### src/rtl/dpa_pkg.sv
package dpa_pkg;

   typedef enum logic [3:0] {
      OP_AND  = 4'd0,
      OP_EOR  = 4'd1,
      OP_SUB  = 4'd2,
      OP_RSB  = 4'd3,
      OP_ADD  = 4'd4,
      OP_ADC  = 4'd5,
      OP_SBC  = 4'd6,
      OP_RSC  = 4'd7,
      OP_CMP  = 4'd8,
      OP_CMN  = 4'd9,
      OP_ORR  = 4'd10,
      OP_MOV  = 4'd11,
      OP_BIC  = 4'd12,
      OP_MVN  = 4'd13,
      OP_RS14 = 4'd14,
      OP_RS15 = 4'd15
   } dpa_op_e;

   typedef enum logic [1:0] {
      CIN_ZERO = 2'd0,
      CIN_ONE  = 2'd1,
      CIN_FLAG = 2'd2
   } dpa_cin_e;

   typedef struct packed {
      logic     valid;
      logic     arith;
      logic     wr;
      logic     force_upd;
      logic     swap;
      logic     invert;
      dpa_cin_e cin_mode;
   } dpa_ctl_t;

   typedef struct packed {
      logic n;
      logic z;
      logic c;
      logic v;
   } dpa_flags_t;

endpackage

### src/rtl/dpa_decode.sv
module dpa_decode
   import dpa_pkg::*;
(
   input  logic [3:0] op_code,
   output dpa_ctl_t   ctl
);

   always_comb begin
      ctl           = '0;
      ctl.cin_mode  = CIN_ZERO;
      ctl.valid     = 1'b1;
      ctl.wr        = 1'b1;
      unique case (dpa_op_e'(op_code))
         OP_ADD: ctl.arith = 1'b1;
         OP_ADC: begin
            ctl.arith    = 1'b1;
            ctl.cin_mode = CIN_FLAG;
         end
         OP_SUB: begin
            ctl.arith    = 1'b1;
            ctl.invert   = 1'b1;
            ctl.cin_mode = CIN_ONE;
         end
         OP_SBC: begin
            ctl.arith    = 1'b1;
            ctl.invert   = 1'b1;
            ctl.cin_mode = CIN_FLAG;
         end
         OP_RSB: begin
            ctl.arith    = 1'b1;
            ctl.swap     = 1'b1;
            ctl.invert   = 1'b1;
            ctl.cin_mode = CIN_ONE;
         end
         OP_RSC: begin
            ctl.arith    = 1'b1;
            ctl.swap     = 1'b1;
            ctl.invert   = 1'b1;
            ctl.cin_mode = CIN_FLAG;
         end
         OP_CMP: begin
            ctl.arith     = 1'b1;
            ctl.invert    = 1'b1;
            ctl.cin_mode  = CIN_ONE;
            ctl.wr        = 1'b0;
            ctl.force_upd = 1'b1;
         end
         OP_CMN: begin
            ctl.arith     = 1'b1;
            ctl.wr        = 1'b0;
            ctl.force_upd = 1'b1;
         end
         OP_AND, OP_EOR, OP_ORR, OP_MOV, OP_BIC, OP_MVN: ctl.arith = 1'b0;
         default: begin
            ctl.valid = 1'b0;
            ctl.wr    = 1'b0;
         end
      endcase
   end

endmodule

### src/rtl/dpa_operand_sel.sv
module dpa_operand_sel #(
   parameter int DATA_W = 32,
   parameter int IMM_W  = 8
) (
   input  logic [DATA_W-1:0] reg_val,
   input  logic [IMM_W-1:0]  imm_val,
   input  logic              imm_sel,
   output logic [DATA_W-1:0] opnd
);

   localparam int PAD_W = DATA_W - IMM_W;

   generate
      if (IMM_W >= DATA_W) begin : g_bad_imm
         $error("dpa_operand_sel: IMM_W must be narrower than DATA_W");
      end
      if (IMM_W < 1) begin : g_bad_imm_min
         $error("dpa_operand_sel: IMM_W must be at least 1");
      end
   endgenerate

   assign opnd = imm_sel ? {{PAD_W{1'b0}}, imm_val} : reg_val;

endmodule

### src/rtl/dpa_adder.sv
module dpa_adder #(
   parameter int DATA_W      = 32,
   parameter bit SPLIT_CARRY = 1'b1
) (
   input  logic [DATA_W-1:0] x,
   input  logic [DATA_W-1:0] y,
   input  logic              cin,
   output logic [DATA_W-1:0] sum,
   output logic              cout,
   output logic              ovf
);

   localparam int LO_W = DATA_W / 2;
   localparam int HI_W = DATA_W - LO_W;

   generate
      if (DATA_W < 4) begin : g_bad_width
         $error("dpa_adder: DATA_W must be at least 4");
      end

      if (SPLIT_CARRY) begin : g_csel
         logic [LO_W:0] lo_sum;
         logic [HI_W:0] hi_sum0;
         logic [HI_W:0] hi_sum1;
         logic [HI_W:0] hi_pick;

         assign lo_sum  = {1'b0, x[LO_W-1:0]} + {1'b0, y[LO_W-1:0]} + {{LO_W{1'b0}}, cin};
         assign hi_sum0 = {1'b0, x[DATA_W-1:LO_W]} + {1'b0, y[DATA_W-1:LO_W]};
         assign hi_sum1 = {1'b0, x[DATA_W-1:LO_W]} + {1'b0, y[DATA_W-1:LO_W]}
                          + {{HI_W{1'b0}}, 1'b1};
         assign hi_pick = lo_sum[LO_W] ? hi_sum1 : hi_sum0;
         assign sum     = {hi_pick[HI_W-1:0], lo_sum[LO_W-1:0]};
         assign cout    = hi_pick[HI_W];
      end else begin : g_flat
         logic [DATA_W:0] full;

         assign full = {1'b0, x} + {1'b0, y} + {{DATA_W{1'b0}}, cin};
         assign sum  = full[DATA_W-1:0];
         assign cout = full[DATA_W];
      end
   endgenerate

   assign ovf = (x[DATA_W-1] == y[DATA_W-1]) && (sum[DATA_W-1] != x[DATA_W-1]);

endmodule

### src/rtl/dpa_logic_unit.sv
module dpa_logic_unit
   import dpa_pkg::*;
#(
   parameter int DATA_W = 32
) (
   input  logic [3:0]        op_code,
   input  logic [DATA_W-1:0] a,
   input  logic [DATA_W-1:0] b,
   output logic [DATA_W-1:0] out
);

   always_comb begin
      unique case (dpa_op_e'(op_code))
         OP_AND:  out = a & b;
         OP_ORR:  out = a | b;
         OP_EOR:  out = a ^ b;
         OP_BIC:  out = a & ~b;
         OP_MOV:  out = b;
         OP_MVN:  out = ~b;
         default: out = '0;
      endcase
   end

endmodule

### src/rtl/dpa_flag_reg.sv
module dpa_flag_reg
   import dpa_pkg::*;
(
   input  logic       clk,
   input  logic       rst,
   input  logic       en,
   input  logic       arith,
   input  dpa_flags_t nxt,
   output dpa_flags_t cur
);

   always_ff @(posedge clk) begin
      if (rst) begin
         cur <= '0;
      end else if (en) begin
         cur.n <= nxt.n;
         cur.z <= nxt.z;
         if (arith) begin
            cur.c <= nxt.c;
            cur.v <= nxt.v;
         end
      end
   end

endmodule

### src/rtl/dp_alu_core.sv
module dp_alu_core
   import dpa_pkg::*;
#(
   parameter int DATA_W      = 32,
   parameter int IMM_W       = 8,
   parameter bit SPLIT_CARRY = 1'b1
) (
   input  logic              clk,
   input  logic              rst,
   input  logic [3:0]        op_code,
   input  logic [DATA_W-1:0] rn_val,
   input  logic [DATA_W-1:0] op2_reg,
   input  logic [IMM_W-1:0]  op2_imm,
   input  logic              op2_imm_sel,
   input  logic              set_flags,
   output logic [DATA_W-1:0] result,
   output logic              rd_we,
   output logic              flag_n,
   output logic              flag_z,
   output logic              flag_c,
   output logic              flag_v
);

   localparam int MSB = DATA_W - 1;

   dpa_ctl_t          ctl;
   dpa_flags_t        flags_q;
   dpa_flags_t        flags_d;
   logic [DATA_W-1:0] opnd_b;
   logic [DATA_W-1:0] add_x;
   logic [DATA_W-1:0] add_y_raw;
   logic [DATA_W-1:0] add_y;
   logic              add_cin;
   logic [DATA_W-1:0] add_sum;
   logic              add_cout;
   logic              add_ovf;
   logic [DATA_W-1:0] logic_out;
   logic [DATA_W-1:0] op_value;
   logic              flag_en;

   dpa_decode u_decode (
      .op_code (op_code),
      .ctl     (ctl)
   );

   dpa_operand_sel #(
      .DATA_W (DATA_W),
      .IMM_W  (IMM_W)
   ) u_opsel (
      .reg_val (op2_reg),
      .imm_val (op2_imm),
      .imm_sel (op2_imm_sel),
      .opnd    (opnd_b)
   );

   assign add_x     = ctl.swap ? opnd_b : rn_val;
   assign add_y_raw = ctl.swap ? rn_val : opnd_b;
   assign add_y     = ctl.invert ? ~add_y_raw : add_y_raw;

   always_comb begin
      unique case (ctl.cin_mode)
         CIN_ONE:  add_cin = 1'b1;
         CIN_FLAG: add_cin = flags_q.c;
         default:  add_cin = 1'b0;
      endcase
   end

   dpa_adder #(
      .DATA_W      (DATA_W),
      .SPLIT_CARRY (SPLIT_CARRY)
   ) u_adder (
      .x    (add_x),
      .y    (add_y),
      .cin  (add_cin),
      .sum  (add_sum),
      .cout (add_cout),
      .ovf  (add_ovf)
   );

   dpa_logic_unit #(
      .DATA_W (DATA_W)
   ) u_logic (
      .op_code (op_code),
      .a       (rn_val),
      .b       (opnd_b),
      .out     (logic_out)
   );

   assign op_value = ctl.arith ? add_sum : logic_out;
   assign result   = ctl.wr ? op_value : '0;
   assign rd_we    = ctl.wr;

   assign flags_d.n = op_value[MSB];
   assign flags_d.z = (op_value == '0);
   assign flags_d.c = add_cout;
   assign flags_d.v = add_ovf;
   assign flag_en   = ctl.valid && (ctl.force_upd || set_flags);

   dpa_flag_reg u_flags (
      .clk   (clk),
      .rst   (rst),
      .en    (flag_en),
      .arith (ctl.arith),
      .nxt   (flags_d),
      .cur   (flags_q)
   );

   assign flag_n = flags_q.n;
   assign flag_z = flags_q.z;
   assign flag_c = flags_q.c;
   assign flag_v = flags_q.v;

endmodule

### config.mk
export PLATFORM = sky130hd
export DESIGN_NAME = dp_alu_core
export DESIGN_NICKNAME = d
export VERILOG_FILES = /design/src/rtl/dpa_pkg.sv /design/src/rtl/dpa_decode.sv /design/src/rtl/dpa_operand_sel.sv /design/src/rtl/dpa_adder.sv /design/src/rtl/dpa_logic_unit.sv /design/src/rtl/dpa_flag_reg.sv /design/src/rtl/dp_alu_core.sv
export SDC_FILE = /design/constraint.sdc
export NUM_CORES = 1
export LEC_CHECK = 0
export ABC_CLOCK_PERIOD_IN_PS = 17350
export BUFFER_PORTS_ARGS = -buffer_cell sky130_fd_sc_hd__buf_2
export CORE_ASPECT_RATIO = 2
export CORE_MARGIN = 1
export CORE_UTILIZATION = 45
export DETAILED_ROUTE_END_ITERATION = 8
export PLACE_DENSITY = 0.65
export SYNTH_ARGS = -nofsm -noshare
export SYNTH_HDL_FRONTEND = slang
export SYNTH_HIERARCHICAL = 1
export SYNTH_SLANG_ARGS = --single-unit
### constraint.sdc
create_clock -name clk -period 17.35 [get_ports clk]
set_clock_uncertainty 0.15 [all_clocks]
set_input_delay 2.6025 -clock clk [delete_from_list [all_inputs] [get_ports clk]]
set_output_delay 2.6025 -clock clk [all_outputs]
set_load 0.03 [all_outputs]
==> impl_metrics.json <==
{
  "ys_types": 70,
  "yosysWarnings": 6,
  "via_count": 6624,
  "cts_root_buffer": "clkbuf_16",
  "port_buffers": 116,
  "cts_tree": "done",
  "ys.flop_type": "dfxtp_1",
  "max_freq_mhz": 91.39,
  "cp-end-kind": "output pin",
  "largest_reg_flops": 4,
  "viasPerCell": 6.016,
  "critical-path-top-delay-family": "simple AND/OR/NAND/NOR gates",
  "place_area_um2": 6928,
  "largest-register": "u_flags/cur",
  "final_nets": 1061,
  "yosysSeqAreaShare_pct": 1.265,
  "synth_nets": 983,
  "finalSetupViolCount": 0,
  "grt_start_max_net_pins": 57,
  "synth.top_cells.by_area": "ha_1 13%, mux2i_1 11%, xnor2_1 8.3%",
  "critPathArrivalTime_ns": 8.19,
  "ir_drop_v": 0.00008402,
  "cts_hold_buf": 0,
  "htreeDepth": 1,
  "synth_edf_count": 0,
  "top_regs": "u_flags/cur x4",
  "start_kind": "primary input",
  "antenna_found_initial": 2,
  "syn_to_final_growth_pct": 10.74,
  "finalMaxSlewViolations": 0,
  "detail-route-antenna-nets": 0,
  "cts_sinks": 4,
  "hold_path_class": "flip-flop to flip-flop",
  "fin_total_pwr_mw": 0.4361,
  "period_needed_ns": 10.94,
  "crit_fanout": 32,
  "final_util_pct": 50.73,
  "worstSetupPathType": "primary input to output pin",
  "drt_first_pass_iters": 5,
  "syn_area_per_cell_um2": 7.588,
  "gp_congestion": 0.9192,
  "syn_area_um2": 6329,
  "powerDensity_nw_per_um2": 62.23,
  "initial_core_util_pct": 45.81,
  "postLayoutCellArea_um2": 7008,
  "rows": 61,
  "worstSkewPairLatency_ns": 0.23,
  "grt_first_pass_wirelength_um": 31440,
  "chipWidth_um": 85.86,
  "clockBufferDepth": 2,
  "fp.dieH_um": 169.7,
  "wire_per_inst_um": 18.19,
  "cts_setup_buffers": 0,
  "layout-drive-gt1-share_pct": 20.66,
  "dieArea_um2": 14570,
  "dp_slack_ns": 6.493,
  "synth_top_area_share_pct": 13.05,
  "ys_ff_latch": 4,
  "fp.coreArea_um2": 13810,
  "critPathMaxStageDelay_ns": 0.80,
  "rsz0062_at_grt": "false",
  "tns_ns": 0,
  "min_period_over_period_pct": 63.06,
  "cp_cell_sequence": "buf_2, or4b_1, nand2_2, xnor2_1, ha_1, fa_1, a211oi_1, o21ai_0, a31oi_1, xnor2_1, nand3_1, nor4_4, nand2_2, xnor3_1, mux2_2, and2_1, buf_2",
  "synthCells": 834,
  "place_hpwl_um": 15720,
  "synth_top_area_cell": "ha_1",
  "worst_pin_slew_ns": 1.154,
  "grt_remaining_overflow": 0,
  "hold_violations": 0,
  "drt_wl_total_um": 20030,
  "synthArstFlopShare_pct": 0,
  "cts_buffers": 3,
  "clk_pin_slew_ns": 0.03,
  "ios": 117,
  "maxCapViolations": 0,
  "required_ns": 14.60,
  "grt_util_all_layers_pct": 26.84,
  "outcome": "finished, final reports clean",
  "finalWorstSetupSlack_ns": 6.408,
  "post_cts_resized": 0,
  "drc": 0,
  "slowest_stage": "nand2_2",
  "p_leak_nw": 3.171,
  "drt_iter0_markers": 196,
  "grt_pass1_vias": 6526,
  "cp.buffers_inverters": 2,
  "slew_headroom_pct": 22.67
}
where the power goes:
part	leakage (nW)	internal [mW]	switching [mW]
registers	0.0325	0.00999	0.000635
logic	3.10	0.148	0.241
clock network	0.0370	0.0295	0.00677
cell type report:
| cell class | count | area [um2] |
|---|---|---|
| fillers | 1446 | 6807 |
| well taps | 189 | 236.5 |
| clock buffers | 3 | 75.07 |
| inverters | 78 | 292.8 |
| flip-flops and latches | 4 | 80.08 |
| repair buffers | 124 | 640.6 |
| multi-input cells | 701 | 5678 |
| diodes | 2 | 5.005 |
stage by stage:
step	std cells	hold WS, ns
after floorplan	834	0.4799
after CTS	1099	0.3370
after global placement	1096	0.3188
after detailed placement	1096	0.3267
final	1101	0.3397
after global routing	1101	0.3667
cell usage in the layout (no fill, tap or decap), types with 5 or more instances in the layout:
cell type	count
nor3_1	12
nand4_1	6
nand2b_1	6
buf_2	116
a211o_1	17
mux2_2	36
a211oi_1	5
nor2_1	62
buf_4	8
nor4_1	14
nand3_1	9
a21oi_1	39
nor2b_1	60
xnor2_1	59
mux2i_1	67
inv_1	78
ha_1	66
o21a_1	8
nand2_1	19
or3_1	18
a2bb2oi_1	16
xor2_1	9
and3_1	20
o21ai_0	18
o2bb2ai_1	18
o211ai_1	6
o31ai_1	17
o311ai_1	16
mux2_4	6
nand4b_1	17
worst reg2reg max path, stage by stage, from the launching register on:
cell      delay, ns
dfxtp_1        0.42
a21oi_1        0.10
nor2_1         0.09
inv_1          0.06
fa_1           0.38
inv_1          0.08
fa_1           0.22
a211oi_1       0.10
o211ai_1       0.20
a21oi_1        0.14
o21ai_2        0.29
nand4_2        0.20
nor4_4         0.45
xor2_1         0.15
nor4_1         0.44
nand4_1        0.14
a21oi_1        0.26
and3_1         0.22
mux2i_1        0.08
nor2_1         0.08
logic make-up (layout without fill, tap and decap cells):
group	after synthesis	in the layout	synth area share [%]
flip-flops	4	4	1.265
AND/OR/NAND/NOR	271	271	25.56
adder cells (fa/ha/maj)	69	69	14.00
other	0	2	0
AO/OA/AOI/OAI	182	182	21.49
XOR/XNOR	70	70	9.905
buffers and inverters	129	205	9.352
multiplexers	109	109	18.43
final timing paths:
path             startpoint             end  slack, ns  cells past startpoint
max reg2reg  u_flags/cur[1]  u_flags/cur[2]      13.07                     19
min reg2reg  u_flags/cur[2]  u_flags/cur[2]       0.34                      2
max              op_code[3]      result[31]       6.41                     17
min          u_flags/cur[2]  u_flags/cur[2]       0.34                      2
per-layer routing:
layer / vias up / GRT usage [%] / routed length (um)
li1: 3211 / - / -
met1: 3139 / 26.99 / 7186
met2: 207 / 52.73 / 11040
met3: 67 / 2.335 / 736
met4: 0 / 14.42 / 1066
met5: - / 0 / 0
synth_stat cells (all sizes together) (7+ instances only):
cell     count
mux2i       67
a21oi       39
buf         36
a211o       17
o311ai      18
xnor2       60
o21ai       20
ha          66
nor3        13
o2bb2ai     18
nand4        7
or3         18
o21a         8
nand2       21
nor4        17
nor2b       60
a2bb2oi     16
mux2        42
clkbuf      14
nand4b      17
nor2        63
xor2         9
nand3        9
o31ai       18
inv         78
and3        20
(Power assumes the default switching activity.)
